File: src/rtl/ilv_pkg.sv
// Shared definitions for the interleaved block read memory.
// Assumes: fill values are a pure function of the word address.
package ilv_pkg;

    typedef enum logic [2:0] {
        S_IDLE,
        S_ADDR,
        S_WAIT,
        S_ACC,
        S_XFER
    } seq_state_t;

    // Preset content of word address a (truncated by the caller).
    function automatic logic [31:0] fill_word(input int a, input logic [31:0] mix,
                                              input logic [31:0] seed);
        return (32'(a) * mix) ^ seed;
    endfunction

endpackage

File: src/rtl/ilv_bank.sv
// One word-wide memory bank. Holds every word whose address modulo
// NUM_BANKS equals BANK_ID, preset at reset. A start pulse latches the
// addressed row into q and makes the bank busy for BUSY_CYC cycles.
// Assumes: start is only raised while busy is low.
module ilv_bank
    import ilv_pkg::*;
#(
    parameter int          DATA_W    = 16,
    parameter int          ROW_W     = 5,
    parameter int          NUM_BANKS = 4,
    parameter int          BANK_ID   = 0,
    parameter int          BUSY_CYC  = 36,
    parameter logic [31:0] MIX       = 32'h9E37,
    parameter logic [31:0] SEED      = 32'h5A5A
) (
    input  logic              clk,
    input  logic              rst_n,
    input  logic              start,
    input  logic [ROW_W-1:0]  row,
    output logic              busy,
    output logic [DATA_W-1:0] q
);
    localparam int ROWS   = 1 << ROW_W;
    localparam int BCNT_W = $clog2(BUSY_CYC + 1);

    logic [DATA_W-1:0] cells [ROWS];
    logic [BCNT_W-1:0] bcnt;

    // Preset the storage array from the fill formula.
    always_ff @(posedge clk) begin
        if (!rst_n) begin
            for (int r = 0; r < ROWS; r++) begin
                cells[r] <= DATA_W'(fill_word(r * NUM_BANKS + BANK_ID, MIX, SEED));
            end
        end
    end

    // Latch the addressed word when an access starts.
    always_ff @(posedge clk) begin
        if (!rst_n) begin
            q <= '0;
        end else if (start) begin
            q <= cells[row];
        end
    end

    // Count down the bank cycle (access plus recovery).
    always_ff @(posedge clk) begin
        if (!rst_n) begin
            bcnt <= '0;
        end else if (start) begin
            bcnt <= BCNT_W'(BUSY_CYC - 1);
        end else if (bcnt != '0) begin
            bcnt <= bcnt - 1'b1;
        end
    end

    assign busy = (bcnt != '0);

    // a bank is never restarted inside its bank cycle.
    a_r8_start_when_free: assert property (@(posedge clk) disable iff (!rst_n)
        start |-> !busy);

endmodule

File: src/rtl/ilv_seq.sv
// Request sequencer: accepts one block at a time, runs the address phase,
// waits for the needed banks, starts them together, waits out the access
// and then paces the word transfers.
// Assumes: block never crosses a row (aligned, length <= NUM_BANKS).
module ilv_seq
    import ilv_pkg::*;
#(
    parameter int ADDR_W    = 7,
    parameter int NUM_BANKS = 4,
    parameter int LSZ_W     = 2,
    parameter int ADDR_CYC  = 4,
    parameter int ACC_CYC   = 24,
    parameter int XFER_CYC  = 4
) (
    input  logic                              clk,
    input  logic                              rst_n,
    input  logic                              req_valid,
    input  logic [ADDR_W-1:0]                 req_addr,
    input  logic [LSZ_W-1:0]                  req_lsz,
    input  logic [NUM_BANKS-1:0]              bank_busy,
    output logic                              req_ready,
    output logic [NUM_BANKS-1:0]              bank_start,
    output logic [ADDR_W-$clog2(NUM_BANKS)-1:0] row,
    output logic                              take,
    output logic [$clog2(NUM_BANKS)-1:0]      take_bank,
    output logic                              take_last
);
    localparam int BANK_W = $clog2(NUM_BANKS);
    localparam int N_W    = BANK_W + 1;
    localparam int MAXC   = ADDR_CYC + ACC_CYC + XFER_CYC;
    localparam int CNT_W  = $clog2(MAXC + 1);
    localparam logic [CNT_W-1:0] ADDR_LD = CNT_W'(ADDR_CYC - 1);
    localparam logic [CNT_W-1:0] ACC_LD  = CNT_W'(ACC_CYC - 1);
    localparam logic [CNT_W-1:0] XFER_LD = CNT_W'(XFER_CYC - 1);

    seq_state_t          state;
    logic [CNT_W-1:0]    cnt;
    logic [ADDR_W-1:0]   base_q;
    logic [N_W-1:0]      n_q;
    logic [BANK_W-1:0]   idx_q;

    logic [LSZ_W-1:0]    lsz_eff;
    logic [N_W-1:0]      n_in;
    logic [ADDR_W-1:0]   base_in;
    logic [NUM_BANKS-1:0] need;
    logic                conflict;
    logic                launch;

    // Clamp the length code and align the incoming address.
    always_comb begin
        lsz_eff = (int'(req_lsz) > BANK_W) ? LSZ_W'(BANK_W) : req_lsz;
        n_in    = N_W'(1) << lsz_eff;
        base_in = req_addr & ~(ADDR_W'(n_in) - ADDR_W'(1));
    end

    // Banks covered by the latched block.
    always_comb begin
        for (int b = 0; b < NUM_BANKS; b++) begin
            need[b] = (b >= int'(base_q[BANK_W-1:0])) &&
                      (b < int'(base_q[BANK_W-1:0]) + int'(n_q));
        end
    end

    // Start the banks once the address is sent and none of them is busy.
    always_comb begin
        conflict   = |(need & bank_busy);
        launch     = ((state == S_ADDR && cnt == '0) || state == S_WAIT) && !conflict;
        bank_start = launch ? need : '0;
    end

    assign req_ready = (state == S_IDLE);
    assign row       = base_q[ADDR_W-1:BANK_W];
    assign take      = (state == S_XFER) && (cnt == '0);
    assign take_bank = base_q[BANK_W-1:0] + idx_q;
    assign take_last = ({1'b0, idx_q} == n_q - N_W'(1));

    // Phase sequencing and per-phase cycle counting.
    always_ff @(posedge clk) begin
        if (!rst_n) begin
            state  <= S_IDLE;
            cnt    <= '0;
            base_q <= '0;
            n_q    <= N_W'(1);
            idx_q  <= '0;
        end else begin
            case (state)
                S_IDLE: if (req_valid) begin
                    state  <= S_ADDR;
                    cnt    <= ADDR_LD;
                    base_q <= base_in;
                    n_q    <= n_in;
                end
                S_ADDR: if (cnt != '0) begin
                    cnt <= cnt - 1'b1;
                end else if (launch) begin
                    state <= S_ACC;
                    cnt   <= ACC_LD;
                end else begin
                    state <= S_WAIT;
                end
                S_WAIT: if (launch) begin
                    state <= S_ACC;
                    cnt   <= ACC_LD;
                end
                S_ACC: if (cnt != '0) begin
                    cnt <= cnt - 1'b1;
                end else begin
                    state <= S_XFER;
                    cnt   <= XFER_LD;
                    idx_q <= '0;
                end
                S_XFER: if (cnt != '0) begin
                    cnt <= cnt - 1'b1;
                end else if (take_last) begin
                    state <= S_IDLE;
                end else begin
                    idx_q <= idx_q + 1'b1;
                    cnt   <= XFER_LD;
                end
                default: state <= S_IDLE;
            endcase
        end
    end

    // an accepted request closes the request port next cycle.
    a_r7_ready_drops: assert property (@(posedge clk) disable iff (!rst_n)
        (req_valid && req_ready) |=> !req_ready);

    // no transfer beyond the block length.
    a_r3_idx_in_block: assert property (@(posedge clk) disable iff (!rst_n)
        take |-> ({1'b0, idx_q} < n_q));

endmodule

File: src/rtl/ilv_mem_top.sv
// Four-bank word-interleaved block read memory. Bank = address mod
// NUM_BANKS, row = address div NUM_BANKS. Words of a block return on one
// registered bus in address order, one per transfer slot.
// Assumes: requester honours req_ready; block lengths are powers of two.
module ilv_mem_top #(
    parameter int          DATA_W    = 16,
    parameter int          ADDR_W    = 7,
    parameter int          NUM_BANKS = 4,
    parameter int          ADDR_CYC  = 4,
    parameter int          ACC_CYC   = 24,
    parameter int          XFER_CYC  = 4,
    parameter int          RECOV_CYC = 12,
    parameter logic [31:0] FILL_MIX  = 32'h9E37,
    parameter logic [31:0] FILL_SEED = 32'h5A5A
) (
    input  logic              clk,
    input  logic              rst_n,
    input  logic              req_valid,
    output logic              req_ready,
    input  logic [ADDR_W-1:0] req_addr,
    input  logic [1:0]        req_lsz,
    output logic              rd_valid,
    output logic [DATA_W-1:0] rd_data,
    output logic              rd_done
);
    localparam int BANK_W = $clog2(NUM_BANKS);
    localparam int ROW_W  = ADDR_W - BANK_W;

    logic [NUM_BANKS-1:0] bank_busy;
    logic [NUM_BANKS-1:0] bank_start;
    logic [ROW_W-1:0]     row;
    logic                 take;
    logic [BANK_W-1:0]    take_bank;
    logic                 take_last;
    logic [DATA_W-1:0]    bank_q [NUM_BANKS];

    ilv_seq #(
        .ADDR_W   (ADDR_W),
        .NUM_BANKS(NUM_BANKS),
        .LSZ_W    (2),
        .ADDR_CYC (ADDR_CYC),
        .ACC_CYC  (ACC_CYC),
        .XFER_CYC (XFER_CYC)
    ) u_seq (
        .clk       (clk),
        .rst_n     (rst_n),
        .req_valid (req_valid),
        .req_addr  (req_addr),
        .req_lsz   (req_lsz),
        .bank_busy (bank_busy),
        .req_ready (req_ready),
        .bank_start(bank_start),
        .row       (row),
        .take      (take),
        .take_bank (take_bank),
        .take_last (take_last)
    );

    for (genvar b = 0; b < NUM_BANKS; b++) begin : g_bank
        ilv_bank #(
            .DATA_W   (DATA_W),
            .ROW_W    (ROW_W),
            .NUM_BANKS(NUM_BANKS),
            .BANK_ID  (b),
            .BUSY_CYC (ACC_CYC + RECOV_CYC),
            .MIX      (FILL_MIX),
            .SEED     (FILL_SEED)
        ) u_bank (
            .clk  (clk),
            .rst_n(rst_n),
            .start(bank_start[b]),
            .row  (row),
            .busy (bank_busy[b]),
            .q    (bank_q[b])
        );
    end

    // Register the returned word and its strobes onto the bus.
    always_ff @(posedge clk) begin
        if (!rst_n) begin
            rd_valid <= 1'b0;
            rd_done  <= 1'b0;
            rd_data  <= '0;
        end else begin
            rd_valid <= take;
            rd_done  <= take && take_last;
            if (take) begin
                rd_data <= bank_q[take_bank];
            end
        end
    end

    // completion only ever accompanies a word.
    a_r6_done_with_word: assert property (@(posedge clk) disable iff (!rst_n)
        rd_done |-> rd_valid);

    // words are separated by a full transfer slot.
    a_r5_word_spacing: assert property (@(posedge clk) disable iff (!rst_n)
        rd_valid |=> !rd_valid);

endmodule

File: config.mk
export PLATFORM = sky130hd
export DESIGN_NAME = ilv_mem_top
export DESIGN_NICKNAME = d
export VERILOG_FILES = /design/src/rtl/ilv_pkg.sv /design/src/rtl/ilv_bank.sv /design/src/rtl/ilv_seq.sv /design/src/rtl/ilv_mem_top.sv
export SDC_FILE = /design/constraint.sdc
export NUM_CORES = 1
export LEC_CHECK = 0
export BUFFER_PORTS_ARGS = -buffer_cell sky130_fd_sc_hd__buf_4
export CAP_MARGIN = 20
export CORE_MARGIN = 5
export CORE_UTILIZATION = 60
export CTS_CLUSTER_SIZE = 8
export DETAILED_ROUTE_END_ITERATION = 16
export PLACE_DENSITY = 0.78
export SETUP_SLACK_MARGIN = 0.2
export SKIP_LAST_GASP = 1
export SYNTH_ARGS = -nofsm -noshare
export SYNTH_HDL_FRONTEND = slang
export SYNTH_SLANG_ARGS = --single-unit
File: constraint.sdc
create_clock -name clk -period 8.5 [get_ports clk]
set_input_delay 2.55 -clock clk [delete_from_list [all_inputs] [get_ports clk]]
set_output_delay 2.55 -clock clk [all_outputs]
set_load 0.05 [all_outputs]
# ---- After elaboration in Yosys (flattened, before gate mapping)
# Memories as Yosys holds them, arrays and structs flattened. A register that Yosys moved wholly into a read port is not among the register bits.
# Index checks and enable logic that the tools add are counted.
dict set report classes {
  magnitude_cmp 9
  mux 33
  n_reduce_logical 35
  n_shift 1
  mul 0
  n_eq_ne 13
  add_sub_neg 10
  bitwise 5
  div_mod_pow 0
}
# cell n
set ops {}
lappend ops {{6-bit 2-to-1 mux} 14}
lappend ops {{3-bit by 32-bit less-than comparator with 1-bit output, first input constant} 2}
lappend ops {{16-bit binary-select mux with 2-bit select} 1}
lappend ops {{1-bit by 32-bit less-than comparator with 1-bit output, first input constant} 1}
lappend ops {{2-bit by 32-bit less-than comparator with 1-bit output, first input constant} 1}
lappend ops {{16-bit 2-to-1 mux} 2}
lappend ops {{6-bit case mux with 5 select lines} 1}
lappend ops {{6-bit nonzero test} 5}
lappend ops {{6-bit by 1-bit subtractor with 6-bit output, second input constant} 5}
lappend ops {{3-bit 2-to-1 mux} 6}
lappend ops {{3-bit case mux with 5 select lines} 1}
lappend ops {{2-bit != test, second input constant} 6}
lappend ops {{2-bit nonzero test} 5}
lappend ops {{2-bit 2-to-1 mux} 4}
lappend ops {{2-bit OR reduction} 4}
lappend ops {{7-bit bitwise AND} 1}
lappend ops {{1-bit logical AND} 7}
lappend ops {{7-bit inverter} 1}
lappend ops {{3-bit by 2-bit equality test with 1-bit output, second input constant} 2}
lappend ops {{6-bit zero test} 1}
lappend ops {{6-bit AND reduction} 1}
lappend ops {{1-bit zero test} 5}
lappend ops {{5-bit nonzero test} 1}
lappend ops {{2-bit by 3-bit adder with 4-bit output} 1}
lappend ops {{other kinds (26)} 28}
dict set report totals {
  word_cells 130
  register_bits 127
  output_inout_bits 19
  memories 4
  in_bits 12
  latchBits 0
  mem_bits_rw 1792
  romBits 0
}
# memory words width rd rd_ports_with_merged_regs wr line_no
set memory_table {}
lappend memory_table {{g_bank[0].u_bank.cells} 32 14 1 1 32 ilv_bank.sv:26} ;# logic [DATA_W-1:0] cells [ROWS];
lappend memory_table {{g_bank[1].u_bank.cells} 32 14 1 1 32 ilv_bank.sv:26}
lappend memory_table {{g_bank[2].u_bank.cells} 32 14 1 1 32 ilv_bank.sv:26}
lappend memory_table {{g_bank[3].u_bank.cells} 32 14 1 1 32 ilv_bank.sv:26}

# ---- Longest topological paths before layout
dict set report logic_depth {
  ltp_word 10
  ltp_mapped 10
  depth_no_buf 8
}

# ---- By module
# From an unflattened synthesis, not the netlist that was laid out.
dict set report unflattened {
  cells_unflattened 975
  area_unflattened_um2 8321.7
}
# mod cells_each area_per_inst_um2 instances seq_area_each_um2
set by_module_without_submodules {}
lappend by_module_without_submodules {{ilv_bank at g_bank[1].u_bank} 174 1497.7 1 420.4}
lappend by_module_without_submodules {{ilv_bank at g_bank[2].u_bank} 174 1450.1 1 400.4}
lappend by_module_without_submodules {{ilv_bank at g_bank[0].u_bank} 179 1407.6 1 420.4}
lappend by_module_without_submodules {ilv_seq 177 1402.6 1 420.4}
lappend by_module_without_submodules {{ilv_bank at g_bank[3].u_bank} 175 1395.1 1 420.4}
lappend by_module_without_submodules {ilv_mem_top 96 1168.6 1 360.3}

# ---- Least setup slack after synthesis
# Ideal clock, no wire load.
dict set report synth_timing {
  kind {flip-flop to output port}
  from {register u_seq.state[1]}
  to {output req_ready}
  t_required_ns 5.950
  setup_slack_ns 4.280
  arrival_time_ns 1.670
  path_buffers 1
  path_stages_with_launch 3
  cell_sequence {dfxtp_1 > clkbuf_1 > nor3_1}
}
dict set report synth_via {
  elab_chain_len 1
}
# item line_no
set synth_rtl {}
lappend synth_rtl {{start: declaration} ilv_seq.sv:36} ;# seq_state_t state;
lappend synth_rtl {{start signal: assignment} ilv_seq.sv:80} ;# state <= S_IDLE;
lappend synth_rtl {{start signal: assignment} ilv_seq.sv:88} ;# state <= S_ADDR;
lappend synth_rtl {{start signal: assignment} ilv_seq.sv:96} ;# state <= S_ACC;
lappend synth_rtl {{3-bit zero test} ilv_seq.sv:71} ;# assign req_ready = (state == S_IDLE);
lappend synth_rtl {{end: declaration} ilv_mem_top.sv:19} ;# output logic req_ready,
# No other way between the ends.

# ---- Final worst setup path
dict set report layout_timing {
  from {register u_seq.base_q[0]}
  to {register g_bank[3].u_bank.q[8] (read register of g_bank[3].u_bank.cells)}
}
dict set report layout_via {
  elab_chain_len 8
  elab_cells_between_ends 16
  cone_classes {add/sub: 1; order compare: 7; mux: 1; bitwise: 1; reduce/logical: 6}
}
# item line_no
set layout_rtl {}
lappend layout_rtl {{start: declaration} ilv_seq.sv:38} ;# logic [ADDR_W-1:0] base_q;
lappend layout_rtl {{start signal: assignment} ilv_seq.sv:90} ;# base_q <= base_in;
lappend layout_rtl {{2-bit by 3-bit adder with 4-bit output} ilv_seq.sv:60} ;# (b < int'(base_q[BANK_W-1:0]) + int'(n_q));
lappend layout_rtl {{1-bit by 32-bit less-than comparator with 1-bit output (tied with other cells)} ilv_seq.sv:60}
lappend layout_rtl {{1-bit logical AND} ilv_seq.sv:59} ;# need[b] = (b >= int'(base_q[BANK_W-1:0])) &&
lappend layout_rtl {{4-bit bitwise AND} ilv_seq.sv:66} ;# conflict = |(need & bank_busy);
lappend layout_rtl {{4-bit OR reduction} ilv_seq.sv:66}
lappend layout_rtl {{1-bit zero test} ilv_seq.sv:67} ;# launch = ((state == S_ADDR && cnt == '0) || state == S_WAIT) && !conflict;
lappend layout_rtl {{1-bit logical AND} ilv_seq.sv:67}
lappend layout_rtl {{4-bit 2-to-1 mux *} ilv_seq.sv:68} ;# bank_start = launch ? need : '0;
lappend layout_rtl {{end: declaration} ilv_bank.sv:21} ;# output logic [DATA_W-1:0] q
# Mark *: on every way between the ends. The rest lies on a longest branch, timed or not.
# A chain may end at the register's enable or synchronous reset.

==> results_tabular.tex <==
\begin{tabular}{lr}
\hline
Metric & Value \\
\hline
\multicolumn{2}{l}{\textbf{STA}} \\
Final cycle utilization of the critical path & 0.522 \\
Slew Viols, Final & 0 \\
Worst slew slack as a fraction of its limit & 0.295 \\
Post-route setup TNS & 0 ps \\
Max frequency & 225 MHz \\
Number of hold violations in the final report & 0 \\
Minimum clock period & 4440 ps \\
Clock skew & $\sim$7.1 ps \\
Number of setup violations in the final report & 0 \\
Worst Setup Slack, final & between 4000 and 5000 ps \\
Unrepaired setup endpoints after global routing & no \\
Slew at the pin closest to its max-slew limit & 1060 ps \\
\multicolumn{2}{l}{\textbf{Critical path}} \\
Critical Path Fanout Max & 24 \\
Slowest cell on the critical path & nand4\_1 \\
Arrival @ worst endpoint & 4740 ps \\
Critical Path, Cell by Cell & ha\_1, inv\_1, fa\_1, or3b\_2, o31a\_1, a221oi\_4, nand4\_1, mux2\_2 \\
Required time at the endpoint of the critical path & approximately 9000 ps \\
Worst Setup Start Kind & flop \\
Start-to-end type of the worst setup path & flop to flop \\
Delay of the slowest cell on the worst path & around 910 ps \\
Category of the worst setup path capture point & flop \\
\multicolumn{2}{l}{\textbf{Floorplan}} \\
Die H & roughly 120 µm \\
Die Footprint & 15,100 µm² \\
Std-Cell Core Area & roughly 13,000 µm² \\
Width of the chip & 123 µm \\
Count of pins on the block boundary & 31 \\
Effective utilization at floorplan & 0.608 \\
Cell Rows & 41 \\
\multicolumn{2}{l}{\textbf{Yosys}} \\
Async set-reset flop share out of synthesis & 0 \\
Top flip-flop cell by instance count after synthesis & dfxtp\_1 \\
Fraction of post-synthesis cell area in the top cell type by area & 0.320 \\
Yosys warning count & 0 \\
Post-synthesis instance total & $\sim$940 \\
Number of distinct library cell variants in the gate-level netlist after synthesis & between 60 and 70 \\
Mean instance size in the synthesized netlist & about 8 µm² \\
Mapped Nets & around 1,000 \\
Share of synthesized area occupied by flip-flops and latches & 0.320 \\
Netlist Area Pre-Place & roughly 7600 µm² \\
Yosys top cell by area & dfxtp\_1 \\
Post-synthesis sequential element count & around 120 \\
EDFF count, synth & 0 \\
Ranking of synthesized cells by area & dfxtp\_1 32\%, nand2\_1 6.7\%, mux2i\_1 5.9\% \\
\multicolumn{2}{l}{\textbf{Routing}} \\
Number of vias per cell & 6.40 \\
WL per Instance & between 15 and 20 µm \\
Count of nets left with antenna violations after detail routing & 0 \\
DRC violation total after the first TritonRoute iteration & $\sim$900 \\
Vias after detailed routing & roughly 7,000 \\
First drt pass iteration count & 6 \\
Total wire length & a little over 20 mm \\
DRC violations left & 0 \\
\multicolumn{2}{l}{\textbf{CTS}} \\
Post-cts repair resize count & 0 \\
Buffer cell driving the clock tree root & clkbuf\_16 \\
Post-CTS Setup Repair Bufs & 0 \\
Number of hold buffers added after cts & 0 \\
Sinks on the clock net & about 120 \\
Buffer levels on the longest clock path & 2 \\
CTS H-tree depth & 4 \\
Worst-path clk slew & around 50 ps \\
CTS Buf Count & 17 \\
TritonCTS clock tree & done \\
Source-to-sink clock delay at the later pin of the worst-skew pair & 420 ps \\
\multicolumn{2}{l}{\textbf{Global route}} \\
Total global routing overflow & 0 \\
Global-route wire length before repair & approximately 33 mm \\
Vias in the first global route & 6,463 \\
Pin count of the biggest net entering global routing & between 100 and 150 \\
Overall track demand over capacity in global routing & 0.283 \\
Number of antenna violations at the first check in global routing & 0 \\
\multicolumn{2}{l}{\textbf{Final layout}} \\
Count of non-filler cells in the finished layout & about 1,100 \\
Synth-to-Final Area Change & 9.60\% \\
Filler cell count & 1,060 \\
Total number of nets in the final design & 950 \\
Diode count & 0 \\
Util after Layout & 0.666 \\
Share of final-layout standard cells stronger than drive strength 1 & 0.112 \\
\multicolumn{2}{l}{\textbf{Power and ir drop}} \\
Power Density & roughly 300 nW/µm² \\
VDD IR-drop max & 0.177 mV \\
Static Leak & approximately 3.3 nW \\
\multicolumn{2}{l}{\textbf{Placed design}} \\
Placement Setup Slack & about 3900 ps \\
Sum of net half-perimeters after detailed placement & approximately 13 mm \\
RD Place Congestion & 0.903 \\
Total placed cells including tap cells & 1,069 \\
IO Port Bufs & 30 \\
\multicolumn{2}{l}{\textbf{Run}} \\
Number of maximum-capacitance constraint violations & 0 \\
\multicolumn{2}{l}{\textbf{Run status}} \\
Status & finished clean \\
\multicolumn{2}{l}{\textbf{Hold path}} \\
Kind of path behind the tightest hold check & flop to flop \\
\hline
\end{tabular}
power breakdown:
group	leakage [nW]	switching, mW	total (mW)	internal, mW
Combinational	2.05	0.636	1.05	0.419
Clock	0.269	0.242	0.689	0.447
Sequential	0.992	0.0837	0.746	0.662
Total	3.31	0.961	2.49	1.53
cells in the mapped netlist (6+ instances only):
| master | n |
|---|---|
| clkbuf_1 | 66 |
| nor3_1 | 26 |
| o21a_1 | 14 |
| o311ai_0 | 6 |
| mux4_2 | 14 |
| or3b_2 | 6 |
| buf_1 | 8 |
| mux2i_1 | 45 |
| o211ai_1 | 16 |
| a21oi_1 | 56 |
| a31oi_1 | 19 |
| nor3b_1 | 8 |
| xor2_1 | 6 |
| o221ai_1 | 6 |
| mux2_2 | 8 |
| xnor2_1 | 22 |
| and2_1 | 9 |
| inv_1 | 22 |
| nand3b_1 | 8 |
| a211oi_1 | 22 |
| o21ai_0 | 52 |
| a211o_1 | 6 |
| nor2b_1 | 25 |
| ha_1 | 21 |
| nand3_1 | 15 |
| nor2_1 | 59 |
| dfxtp_1 | 122 |
| nand2b_1 | 19 |
| nand2_1 | 136 |
worst max-delay path, delay by kind of cell, from the launching register on:
kind	cells	cell delay, ps
multiplexers	1	550
buffers and inverters	1	60
adder cells (fa/ha/maj)	2	770
flip-flops	1	410
AO/OA/AOI/OAI	2	1170
AND/OR/NAND/NOR	2	1360
layout make-up:
cell class | instances | area, µm² | share of cell area
clock buffers | 25 | 485 | 0.0580
clock inverters | 3 | 65.1 | 0.00777
inverters | 24 | 90.1 | 0.0108
multi-input cells | 713 | 4790 | 0.572
flip-flops and latches | 122 | 2450 | 0.292
well taps | 172 | 215 | 0.0257
repair buffers | 38 | 285 | 0.0341
metrics by stage:
step / instance area [µm²] / power (mW) / hold slack, ps
2_1_floorplan: 7640 / 1.58 / 432
3_3_place_gp: 7820 / 1.77 / 442
3_5_place_dp: 7820 / 1.79 / 448
4_1_cts: 8370 / 2.48 / 458
5_1_grt: 8370 / 2.64 / 474
6_report: 8370 / 2.49 / 454
sequential cells by signal, indices dropped and copies added (netlist names), 2 cells and up:
signal,flops
g_bank.u_bank.bcnt,24
g_bank.u_bank.q,59
rd_data,16
u_seq.base_q,7
u_seq.cnt,6
u_seq.idx_q,2
u_seq.n_q,3
u_seq.state,3
layer usage:
metal / wire length (µm) / vias to the layer above / track usage
li1: - / 3347 / -
met1: 8800 / 3326 / 0.387
met2: 9270 / 310 / 0.436
met3: 1750 / 39 / 0.0691
met4: 440 / 0 / 0.100
met5: 0 / - / 0
cells by family after synthesis:
group                    count (synthesis)  synth area share
AND/OR/NAND/NOR                        343             0.219
AO/OA/AOI/OAI                          253             0.224
flip-flops                             122             0.320
buffers and inverters                  107            0.0563
multiplexers                            67             0.112
XOR/XNOR                                28            0.0321
adder cells (fa/ha/maj)                 22            0.0370
placed cells by master (no fill, tap or decap), types with 15 or more instances in the layout:
master     count
o211ai_1      16
a31oi_1       19
clkbuf_16     17
nand2b_1      19
nand3_1       15
mux2i_1       45
o21ai_0       52
ha_1          21
dfxtp_1      119
xnor2_1       21
buf_4         38
nor2b_1       25
nand2_1      136
a21oi_1       56
a211oi_1      22
nor2_1        59
inv_1         22
nor3_1        25
worst paths after layout:
check,cells after the start,slack [ps],end,startpoint
min reg2reg,2,450,rd_data[7],rd_data[7]
max reg2reg,8,4060,g_bank[3].u_bank.q[8],u_seq.base_q[0]
min,2,450,rd_data[7],rd_data[7]
max,8,4060,g_bank[3].u_bank.q[8],u_seq.base_q[0]
No activity file was read; power rests on OpenSTA's default activity.
